<file path="src/rtl/cfg_ram_pkg.sv">
package cfg_ram_pkg;
  typedef enum logic {PORT_SHARED = 1'b0, PORT_SPLIT = 1'b1} port_mode_e;
  typedef enum logic {READ_COMB = 1'b0, READ_REG = 1'b1} read_mode_e;
endpackage

</file>
<file path="src/rtl/ram_clear_seq.sv">
module ram_clear_seq #(
  parameter int WORDS = 32
) (
  input  logic                       clk,
  input  logic                       rst,
  input  logic                       start,
  output logic                       busy,
  output logic [$clog2(WORDS)-1:0]   addr
);
  localparam int AW = $clog2(WORDS);
  localparam logic [AW-1:0] LAST = AW'(WORDS - 1);

  always_ff @(posedge clk) begin
    if (rst) begin
      busy <= 1'b1;
      addr <= '0;
    end else if (busy) begin
      if (addr == LAST) begin
        busy <= 1'b0;
        addr <= '0;
      end else begin
        addr <= addr + 1'b1;
      end
    end else if (start) begin
      busy <= 1'b1;
      addr <= '0;
    end
  end

  // the sweep keeps going until the last word
  assert_sweep_continues_R7: assert property (@(posedge clk) disable iff (rst)
    (busy && addr != LAST) |=> busy);
  // the sweep stops right after the last word
  assert_sweep_ends_R7: assert property (@(posedge clk) disable iff (rst)
    (busy && addr == LAST) |=> !busy);
  // the address only advances during a sweep, whatever start does
  assert_no_restart_R9: assert property (@(posedge clk) disable iff (rst)
    (busy && addr != LAST) |=> addr == $past(addr) + 1'b1);
endmodule

</file>
<file path="src/rtl/ram_store.sv">
module ram_store #(
  parameter int WORDS = 32,
  parameter int WIDTH = 4
) (
  input  logic                     clk,
  input  logic                     rst,
  input  logic                     clr_we,
  input  logic [$clog2(WORDS)-1:0] clr_addr,
  input  logic                     wr_en,
  input  logic [$clog2(WORDS)-1:0] wr_addr,
  input  logic [WIDTH-1:0]         wr_data,
  input  logic [$clog2(WORDS)-1:0] rd_addr,
  output logic [WIDTH-1:0]         rd_now,
  output logic [WIDTH-1:0]         rd_reg
);
  logic [WIDTH-1:0] mem [WORDS];

  always_ff @(posedge clk) begin
    if (clr_we)     mem[clr_addr] <= '0;
    else if (wr_en) mem[wr_addr]  <= wr_data;
  end

  always_ff @(posedge clk) begin
    if (rst) rd_reg <= '0;
    else     rd_reg <= mem[rd_addr];
  end

  assign rd_now = mem[rd_addr];

  // a swept word holds zero after the edge
  assert_clear_word_R7: assert property (@(posedge clk) disable iff (rst)
    clr_we |=> mem[$past(clr_addr)] == '0);
  // an accepted write lands at its address
  assert_write_lands_R1: assert property (@(posedge clk) disable iff (rst)
    (wr_en && !clr_we) |=> mem[$past(wr_addr)] == $past(wr_data));
endmodule

</file>
<file path="src/rtl/ram_out_path.sv">
module ram_out_path
  import cfg_ram_pkg::*;
#(
  parameter int AW    = 5,
  parameter int WIDTH = 4
) (
  input  read_mode_e       rmode,
  input  logic             oe,
  input  logic             bypass_en,
  input  logic [AW-1:0]    wr_addr,
  input  logic [AW-1:0]    rd_addr,
  input  logic [WIDTH-1:0] wr_data,
  input  logic [WIDTH-1:0] arr_now,
  input  logic [WIDTH-1:0] arr_reg,
  output logic [WIDTH-1:0] dout
);
  always_comb begin
    if (!oe)                                   dout = '0;
    else if (rmode == READ_REG)                dout = arr_reg;
    else if (bypass_en && wr_addr == rd_addr)  dout = wr_data;
    else                                       dout = arr_now;
  end
endmodule

</file>
<file path="src/rtl/cfg_ram_tile.sv">
module cfg_ram_tile
  import cfg_ram_pkg::*;
#(
  parameter int WORDS = 32,
  parameter int WIDTH = 4
) (
  input  logic                     clk,
  input  logic                     rst,
  input  logic                     cfg_sync,
  input  logic                     cfg_dual,
  input  logic                     cfg_clear,
  input  logic                     we,
  input  logic                     oe,
  input  logic [WIDTH-1:0]         din,
  input  logic [$clog2(WORDS)-1:0] waddr,
  input  logic [$clog2(WORDS)-1:0] raddr,
  output logic [WIDTH-1:0]         dout,
  output logic                     busy
);
  localparam int AW = $clog2(WORDS);

  port_mode_e      pmode;
  read_mode_e      rmode;
  logic [AW-1:0]   rd_addr;
  logic [AW-1:0]   clr_addr;
  logic            wr_en;
  logic [WIDTH-1:0] arr_now;
  logic [WIDTH-1:0] arr_reg;

  assign pmode   = port_mode_e'(cfg_dual);
  assign rmode   = read_mode_e'(cfg_sync);
  assign rd_addr = (pmode == PORT_SPLIT) ? raddr : waddr;
  assign wr_en   = we & ~busy;

  ram_clear_seq #(.WORDS(WORDS)) u_seq (
    .clk(clk), .rst(rst), .start(cfg_clear), .busy(busy), .addr(clr_addr)
  );

  ram_store #(.WORDS(WORDS), .WIDTH(WIDTH)) u_store (
    .clk(clk), .rst(rst), .clr_we(busy), .clr_addr(clr_addr),
    .wr_en(wr_en), .wr_addr(waddr), .wr_data(din),
    .rd_addr(rd_addr), .rd_now(arr_now), .rd_reg(arr_reg)
  );

  ram_out_path #(.AW(AW), .WIDTH(WIDTH)) u_out (
    .rmode(rmode), .oe(oe), .bypass_en(wr_en), .wr_addr(waddr),
    .rd_addr(rd_addr), .wr_data(din), .arr_now(arr_now),
    .arr_reg(arr_reg), .dout(dout)
  );

  // a disabled output reads zero
  assert_oe_zero_R6: assert property (@(posedge clk) disable iff (rst)
    !oe |-> dout == '0);
  // shared-address combinational mode always writes through
  assert_write_through_R5: assert property (@(posedge clk) disable iff (rst)
    (!cfg_sync && !cfg_dual && oe && we && !busy) |-> dout == din);
endmodule

</file>
<file path="config.mk">
export PLATFORM = sky130hd
export DESIGN_NAME = cfg_ram_tile
export DESIGN_NICKNAME = d
export VERILOG_FILES = /design/src/rtl/cfg_ram_pkg.sv /design/src/rtl/ram_clear_seq.sv /design/src/rtl/ram_store.sv /design/src/rtl/ram_out_path.sv /design/src/rtl/cfg_ram_tile.sv
export SDC_FILE = /design/constraint.sdc
export NUM_CORES = 1
export LEC_CHECK = 0
export ABC_CLOCK_PERIOD_IN_PS = 8100
export CAP_MARGIN = 10
export CORE_ASPECT_RATIO = 0.75
export CORE_MARGIN = 8
export CORE_UTILIZATION = 45
export CTS_BUF_LIST = sky130_fd_sc_hd__clkbuf_8
export DETAILED_ROUTE_END_ITERATION = 8
export PLACE_DENSITY = 0.7
export SLEW_MARGIN = 20
export SYNTH_ARGS = -nofsm -noshare
export SYNTH_HDL_FRONTEND = slang
export SYNTH_SLANG_ARGS = --single-unit
</file>
<file path="constraint.sdc">
create_clock -name clk -period 8.1 [get_ports clk]
set_input_delay 2.025 -clock clk [delete_from_list [all_inputs] [get_ports clk]]
set_output_delay 2.025 -clock clk [all_outputs]
set_load 0.05 [all_outputs]
</file>
---- Word level (Yosys, flattened, before mapping) ----
Memory sizes are Yosys's and may differ from the RTL's.
Cells that the tools add are included.
storage, ports and cells
  register bits after elaboration ......... 10
  memory bits (writable) .................. 128
  bits of input ports ..................... 21
  output and inout bits ................... 5
  logic and storage cells ................. 30
  memories kept ........................... 1
operators by class
  add/sub/neg operators ................... 1
  equal/unequal tests ..................... 2
  multiplexer cells ....................... 18
  bitwise gates (word level) .............. 2
  reductions and logical operators ........ 3
memories
  name         words  width  rd ports  clocked after memory_dff  wr ports  RTL line         RTL
  u_store.mem  32     4      1         0                         1         ram_store.sv:16  logic [WIDTH-1:0] mem [WORDS];
operator list
  operator                                                       count
  5-bit two-way mux                                              5
  4-bit two-way mux                                              4
  1-bit two-way mux                                              9
  5-bit by 1-bit adder with 5-bit output, second input constant  1
  5-bit equality test                                            1
  5-bit equality test, second input constant                     1
  4-bit OR reduction                                             1
  2-bit nonzero test                                             1
  1-bit bitwise AND                                              1
  1-bit logical AND                                              1
  1-bit inverter                                                 1

---- Logic depth before layout (Yosys ltp) ----
Gate-level depths: netlist (run 1).
  word-level depth ........................ 7
  mapped depth ............................ 10
  depth with buffers taken out ............ 7

---- Cells and area by module ----
Synthesis (run 1) repeated with hierarchy kept, for this count alone.
second synthesis, totals
  cells, all modules ...................... 399
  area, all modules ....................... 5993.2 um^2
modules (own cells, without submodules)
  module         instances  cells an instance  area each (um^2)  sequential area each (um^2)
  ram_store      1          338                5455.2            3923.8
  ram_clear_seq  1          31                 287.8             120.1
  ram_out_path   1          24                 187.7             0.0
  cfg_ram_tile   1          6                  62.6              0.0

---- Worst setup path after synthesis (run 1) ----
Ideal clock, no wire load.
  kind .................................... in2out
  from .................................... input cfg_dual
  to ...................................... output dout[3]
  arrival ................................. 4.510 ns
  required time ........................... 6.075 ns
  setup slack ............................. 1.565 ns
  stages on the path ...................... 9
  buffers on the path ..................... 2
  cells stage by stage .................... buf_6 -> or2_2 -> clkbuf_1 -> o22ai_1 -> o21ai_0 -> a31o_2 -> a311o_1 -> or3_1 -> a21oi_1
between the ends
  word-level cells in the longest chain between the ends .. 6
  elaborated cells between the ends (all ways) .. 7
  classes of those cells .................. eq/ne: 1; mux: 4; reduce/logical: 1; memory: 1
RTL lines
  what                                                            RTL line            RTL
  from (decl)                                                     cfg_ram_tile.sv:10  input logic cfg_dual,
  5-bit two-way mux *                                             cfg_ram_tile.sv:32  assign rd_addr = (pmode == PORT_SPLIT) ? raddr : waddr;
  branches (longest 2 deep; another with memory read 32 x 4 bit)  n/a
  4-bit two-way mux *                                             ram_out_path.sv:20  else if (bypass_en && wr_addr == rd_addr) dout = wr_data;
  4-bit two-way mux *                                             ram_out_path.sv:19  else if (rmode == READ_REG) dout = arr_reg;
  4-bit two-way mux *                                             ram_out_path.sv:18  if (!oe) dout = '0;
  to (decl)                                                       cfg_ram_tile.sv:17  output logic [WIDTH-1:0] dout,
Every way passes the cells marked *.

---- Worst setup path after layout (run 1) ----
  from .................................... input cfg_dual
  to ...................................... output dout[0]
The elaborated chain is that of the path after synthesis.

==> summary.txt, run 1 <==
Run status
  • Status: complete, no violations

GRT
  • Largest net degree at the start of global routing: 33
  • Global route total overflow: 0
  • Vias in the first global route: 4385
  • Global-route wire length before repair: 27030 um
  • Initial antenna violation count: 0
  • GR Util All Layers: 19.60%

Route
  • Post-route ant nets: 0
  • First-pass DRT Iterations: 6
  • Routed len/inst: 23.60 um
  • Via/cell ratio: between 6 and 7
  • Initial drt markers: 434
  • Vias post-DR: 4725
  • WL final: ~18000 um
  • # DRC: 0

Place
  • Port Buf Inserts: 25
  • GP Congestion: 0.9294
  • Post-detail-place hpwl: between 10000 and 15000 um

Logic synthesis
  • Largest family of logic cells by synthesized area: compound AO/OA/AOI/OAI gates
  • Mapped Area: 6528 um2
  • Mean Syn Cell Area: 12.55 um2
  • Mux share of post-synthesis cell area: 7.380%
  • Yosys Warn Count: 0
  • FF+latch count, synth: 138
  • Top post-synthesis cells by area: edfxtp_1 (59%), nor2_1 (3.3%), dfxtp_1 (3.1%)
  • Most common library cells after synthesis: edfxtp_1 (128), nor2_1 (57), o21ai_0 (34)
  • Cell taking the most area after synthesis: edfxtp_1
  • Synth Area in XOR/XNOR: 0.6709%
  • Yosys cell types: between 50 and 60
  • EDFF count, synth: 128
  • Synth Area in Simple Gates: 12.77%
  • Sequential fraction of the synthesis area: 61.95%
  • Synthesized netlist cell count: 520
  • Compound-cell area share of the yosys netlist: 14.57%
  • Post-Syn Nets: 543
  • Async S/R FF share, synth: 0%
  • Synth Flop Type: edfxtp_1
  • Adder-cell share of the synthesized area: 0.3834%
  • Most frequent cell after synthesis: edfxtp_1
  • Post-synth top area share: 58.88%

CTS
  • CTS resizes: 0
  • Htree depth: 4
  • CTS Sinks: 138
  • Clock buffer depth: 2
  • Root Buffer: clkbuf_8
  • CTS buffer count: 17
  • CTS tree: built
  • Setup bufs post-CTS: 0
  • Clock Pin Slew Worst Setup and Hold Paths: ~80 ps
  • Clk_lat worst skew: 440 ps
  • Hold_buf cts: 0

Floorplan
  • Ports: 26
  • Core area: ~14000 um2
  • Initial Util: 45.61%
  • Die Wd: 155.1 um
  • Die Y: 120.3 um
  • Die area: 18660 um2
  • Site Rows: 38

Setup path
  • CP Class: in -> out
  • Startpoint Class: input pin
  • Critical Path Fanout Max: 11
  • Slowest cell on crit path: clkdlybuf4s50_1
  • Max stage delay on crit path: just over 800 ps
  • R2R Setup Slk: 5430 ps
  • Crit path cell chain: clkdlybuf4s50_1, mux2i_4, buf_4, mux4_1, a21boi_0, nand3_1, nand4_1, nand3b_1, a21oi_1, buf_12
  • Worst EP required: 6080 ps
  • Setup crit end kind: output port
  • Crit path arrival time: between 5000 and 6000 ps

STA
  • Worst Skew: between 8 and 9 ps
  • Unrepaired setup endpoints after global routing: false
  • Final Setup Violations: 0
  • Final period util: 92.14%
  • Slew @ Worst Pin: just under 1000 ps
  • Pins Over Slew Limit: 0
  • Max Fclk: 0.1340 GHz
  • Final Hold Fails: 0
  • Final Critical Period: 7464 ps
  • Total Neg Setup Slack: 0 ps
  • Worst slew margin: 33.95%

Final layout
  • Final #Nets: roughly 580
  • Max FFs per register: 128
  • Final Util: 52.40%
  • Synthesis-to-layout area growth: 14.87%
  • Fillers: 1225
  • N_diodes: 0
  • Share of post-route cells with drive strength above 1: a little under an eighth

Worst hold path
  • Hold Crit Class: reg -> reg

Power
  • Max VDD drop: 0.1236 mV
  • Cell leakage power: 2.446 nW
  • Pwr Density: 206.7 nW/um2

Flow run
  • Max Cap Viol: 0
==> power breakdown <==
part,switching (W),internal (W),leakage (nW)
Sequential,0.00000560,0.000777,1.24
Clock,0.000291,0.000311,0.211
Combinational,0.000102,0.0000642,0.995
Total,0.000398,0.00115,2.45
==> layer usage <==
layer  global-route usage (%)  wire (um)  vias to the layer above
met5                        0          0                        -
met4                    6.532        319                        0
met3                    5.847       2181                       30
met2                    27.20       7610                      290
met1                    28.65       7965                     2314
li1                         -          -                     2091
==> stage by stage <==
stage	area, um2	hold WS (ps)	setup WS [ps]	cells	total power, W
6_report	7498	601.1	636.3	766	0.001550
5_1_grt	7498	634.2	471.4	766	0.001588
4_1_cts	7498	597.5	668.9	766	0.001554
3_5_place_dp	7074	578.3	666.5	734	0.0009597
3_3_place_gp	7073	558.1	680.5	734	0.0009589
2_1_floorplan	6528	500.6	1565	520	0.0008951
==> final cells by class <==
class,instances,area [um2],share of cell area [%]
Clock inverter,15,190.2,2.536
Timing Repair Buffer,41,410.4,5.473
Sequential cell,138,4044,53.93
Multi-Input combinational cell,346,2336,31.15
Tap cell,200,250.2,3.337
Clock buffer,17,234.0,3.120
Inverter,9,33.78,0.4505
==> critical path: cells and delay by family <==
kind / cells / cell delay, ps
compound gates: 2 / 490
buf+inv: 3 / 1300
mux: 2 / 1270
simple gates: 3 / 340
==> cells by family (layout without fill, tap and decap cells) <==
kind of cell / Yosys count / in the layout
and+or+nand+nor: 168 / 168
AOI/OAI and AO/OA: 142 / 142
adders and majority gates: 2 / 2
buffers and inverters: 36 / 82
muxes: 29 / 29
xor gates and xnor gates: 5 / 5
DFF: 138 / 138
==> final timing paths <==
check	from	endpoint	depth (start not counted)
worst max-delay path	cfg_dual	dout[0]	10
worst min-delay path	u_seq.addr[1]	u_seq.addr[3]	2
worst max register to register	u_seq.busy	u_store.mem[3][0]	4
worst min register to register	u_seq.addr[1]	u_seq.addr[3]	2
==> placed cells by master, fill, tap and decap left out, drive strengths merged, types with 10 or more instances in the layout <==
master           n
a21boi          10
a21oi           15
buf             20
clkbuf          17
clkdlybuf4s50   21
dfxtp           10
edfxtp         128
inv             14
mux2i           12
mux4            12
nand2           31
nor2            57
nor2b           30
o211ai          24
o21ai           34
o22ai           17
Power figures use the tool's default switching activity.
==> run 2, diff against run 1 <==
--- a/config.mk
+++ b/config.mk
@@ -9,10 +9,11 @@
 export CAP_MARGIN = 10
 export CORE_ASPECT_RATIO = 0.75
 export CORE_MARGIN = 8
-export CORE_UTILIZATION = 45
+export CORE_UTILIZATION = 65
 export CTS_BUF_LIST = sky130_fd_sc_hd__clkbuf_8
 export DETAILED_ROUTE_END_ITERATION = 8
-export PLACE_DENSITY = 0.7
+export GPL_ROUTABILITY_DRIVEN = 0
+export PLACE_DENSITY = 0.92
 export SLEW_MARGIN = 20
 export SYNTH_ARGS = -nofsm -noshare
 export SYNTH_HDL_FRONTEND = slang
==> constraint.sdc (replaced) <==
create_clock -name clk -period 8.1 [get_ports clk]
set_input_delay 2.43 -clock clk [delete_from_list [all_inputs] [get_ports clk]]
set_output_delay 2.43 -clock clk [all_outputs]
set_load 0.05 [all_outputs]
==> summary.txt, run 2 (synthesis gave the netlist of run 1 again) <==
Place
  • Setup WS pre-CTS: 207.2 ps (-459.3 ps)
  • Post-detail-place hpwl: 11940 um (-6.1%)
  • Port Buf Inserts: 25 (unchanged)

Floorplan
  • Die Y: 102.8 um (-15%)
  • Ports: 26 (unchanged)
  • Initial Util: 67.32% (+22 points)
  • Die area: 13540 um2 (-27%)
  • Core area: 9697 um2 (-32%)
  • Site Rows: 31 (-18%)
  • Die Wd: 131.7 um (-15%)

Run status
  • Status: finished with violations
  • Failing checks: design-rule violations

CTS
  • Htree depth: 4 (unchanged)
  • Root Buffer: clkbuf_8
  • Clk_lat worst skew: 460 ps (+20 ps)
  • CTS Sinks: 138 (unchanged)
  • CTS resizes: 0 (unchanged)
  • Setup bufs post-CTS: 0 (unchanged)
  • Clock Pin Slew Worst Setup and Hold Paths: 90 ps (about the same)
  • CTS buffer count: 17 (unchanged)
  • CTS tree: built
  • Clock buffer depth: 2 (unchanged)
  • Hold_buf cts: 0 (unchanged)

Worst hold path
  • Hold wc startpoint: u_seq.addr[3]
  • Hold Crit Class: reg -> reg

STA
  • Unrepaired setup endpoints after global routing: false
  • Final Setup Violations: 0 (unchanged)
  • Pins Over Slew Limit: 0 (unchanged)
  • Final Hold Fails: 0 (unchanged)
  • Max Fclk: 0.1237 GHz (-7.7%)
  • Final period util: 99.78% (+7.6 points)
  • Final Critical Period: 8082 ps (+618.3 ps)
  • Worst slew margin: 17.83% (-16 points)
  • Slew @ Worst Pin: 1233 ps (+266.8 ps)
  • Worst Skew: 10.86 ps (+2.005 ps)
  • Total Neg Setup Slack: 0 ps (unchanged)
  • Post-route setup slack: 18.02 ps (-618.3 ps)

Final layout
  • Commonest non-fill, non-tap cells in the layout: edfxtp_1 (128), nor2_1 (57), o21ai_0 (34), nand2_1 (31), nor2b_1 (30)
  • Synthesis-to-layout area growth: 12.69%
  • Share of post-route cells with drive strength above 1: 12.43% (+0.77 points)
  • Max FFs per register: 128 (unchanged)
  • N_diodes: 0 (unchanged)
  • Final #Nets: 573 (-0.52%)
  • Commonest non-fill, non-tap cell in the layout: edfxtp_1
  • Fillers: 578 (-53%)

Power
  • Cell leakage power: 2.408 nW (-1.6%)
  • Pwr Density: 200.4 nW/um2 (-3.1%)
  • Max VDD drop: 0.1560 mV (+26%)

GRT
  • Largest net degree at the start of global routing: 33 (unchanged)
  • Global route total overflow: 0 (unchanged)
  • Vias in the first global route: 4748 (+8.3%)
  • GR Util All Layers: 26.60% (+7.0 points)
  • Initial antenna violation count: 0 (unchanged)
  • Global-route wire length before repair: 26500 um (-2.0%)

Route
  • First-pass DRT Iterations: 9 (+3)
  • WL final: 17800 um (-1.6%)
  • Vias post-DR: 5068 (+7.3%)
  • Routed len/inst: 25.60 um (+8.5%)
  • # DRC: 1 (+1)
  • Via/cell ratio: 7.292 (+18%)
  • Initial drt markers: 970 (+120%)
  • Post-route ant nets: 0 (unchanged)

Setup path
  • Critical path startpoint: cfg_dual
  • Critical Path Fanout Max: 10 (-1)
  • R2R Path Start: u_seq.busy
  • Startpoint Class: input pin
  • Crit path arrival time: 5650 ps (+210 ps)
  • Setup crit end kind: output port
  • CP Class: in -> out
  • Worst EP required: 5670 ps (-410 ps)
  • R2R Setup Slk: 5450 ps (+20 ps)

Flow run
  • Max Cap Viol: 0 (unchanged)
## run 2: worst max-delay path, cell delays in order
cell and delay (ps):
clkdlybuf4s50_1 630, mux2i_4 570, buf_4 250, mux4_1 600, a21boi_0 340, o21ai_0 330, nand3b_1 190, a21oi_1 130
buf_12 170
## run 2: path summary, 6_finish.rpt
path / depth (start not counted) / end
min: 2 / u_seq.addr[3]
max: 9 / dout[0]
min reg2reg: 2 / u_seq.addr[3]
max reg2reg: 4 / u_store.mem[27][3]
## run 2: metal layers
layer | global-route usage (%) | wire length, um
met1 | 32.69 | 6237
met5 | 0.7353 | 0
met3 | 9.932 | 2680
met2 | 40.61 | 7909
met4 | 14.60 | 967
## run 2: cell type report
type	instances	area, um2	share of cell area (%)
clock buffers	17	234.0	3.181
clock inverters	15	128.9	1.752
inverters	9	37.54	0.5103
multi-input cells	346	2359	32.06
flip-flops and latches	138	4044	54.98
well taps	132	165.2	2.245
repair buffers	38	387.9	5.273
## run 2: stage by stage
step / hold slack [ps] / cell area (um2) / power [W] / std cells / utilization (%)
CTS: 589.9 / 7328 / 0.001461 / 695 / 75.57
global placement: 541.0 / 6965 / 0.0009493 / 663 / 71.83
global route: 648.4 / 7356 / 0.001508 / 695 / 75.86
finish: 593.3 / 7356 / 0.001474 / 695 / 75.86
detailed placement: 578.3 / 6965 / 0.0009559 / 663 / 71.83
floorplan: 500.6 / 6528 / 0.0008951 / 520 / -
## run 2: report_power, final
group	switching [W]	internal, W
sequential	0.00000711	0.000777
combinational	0.000102	0.0000649
clock	0.000301	0.000222
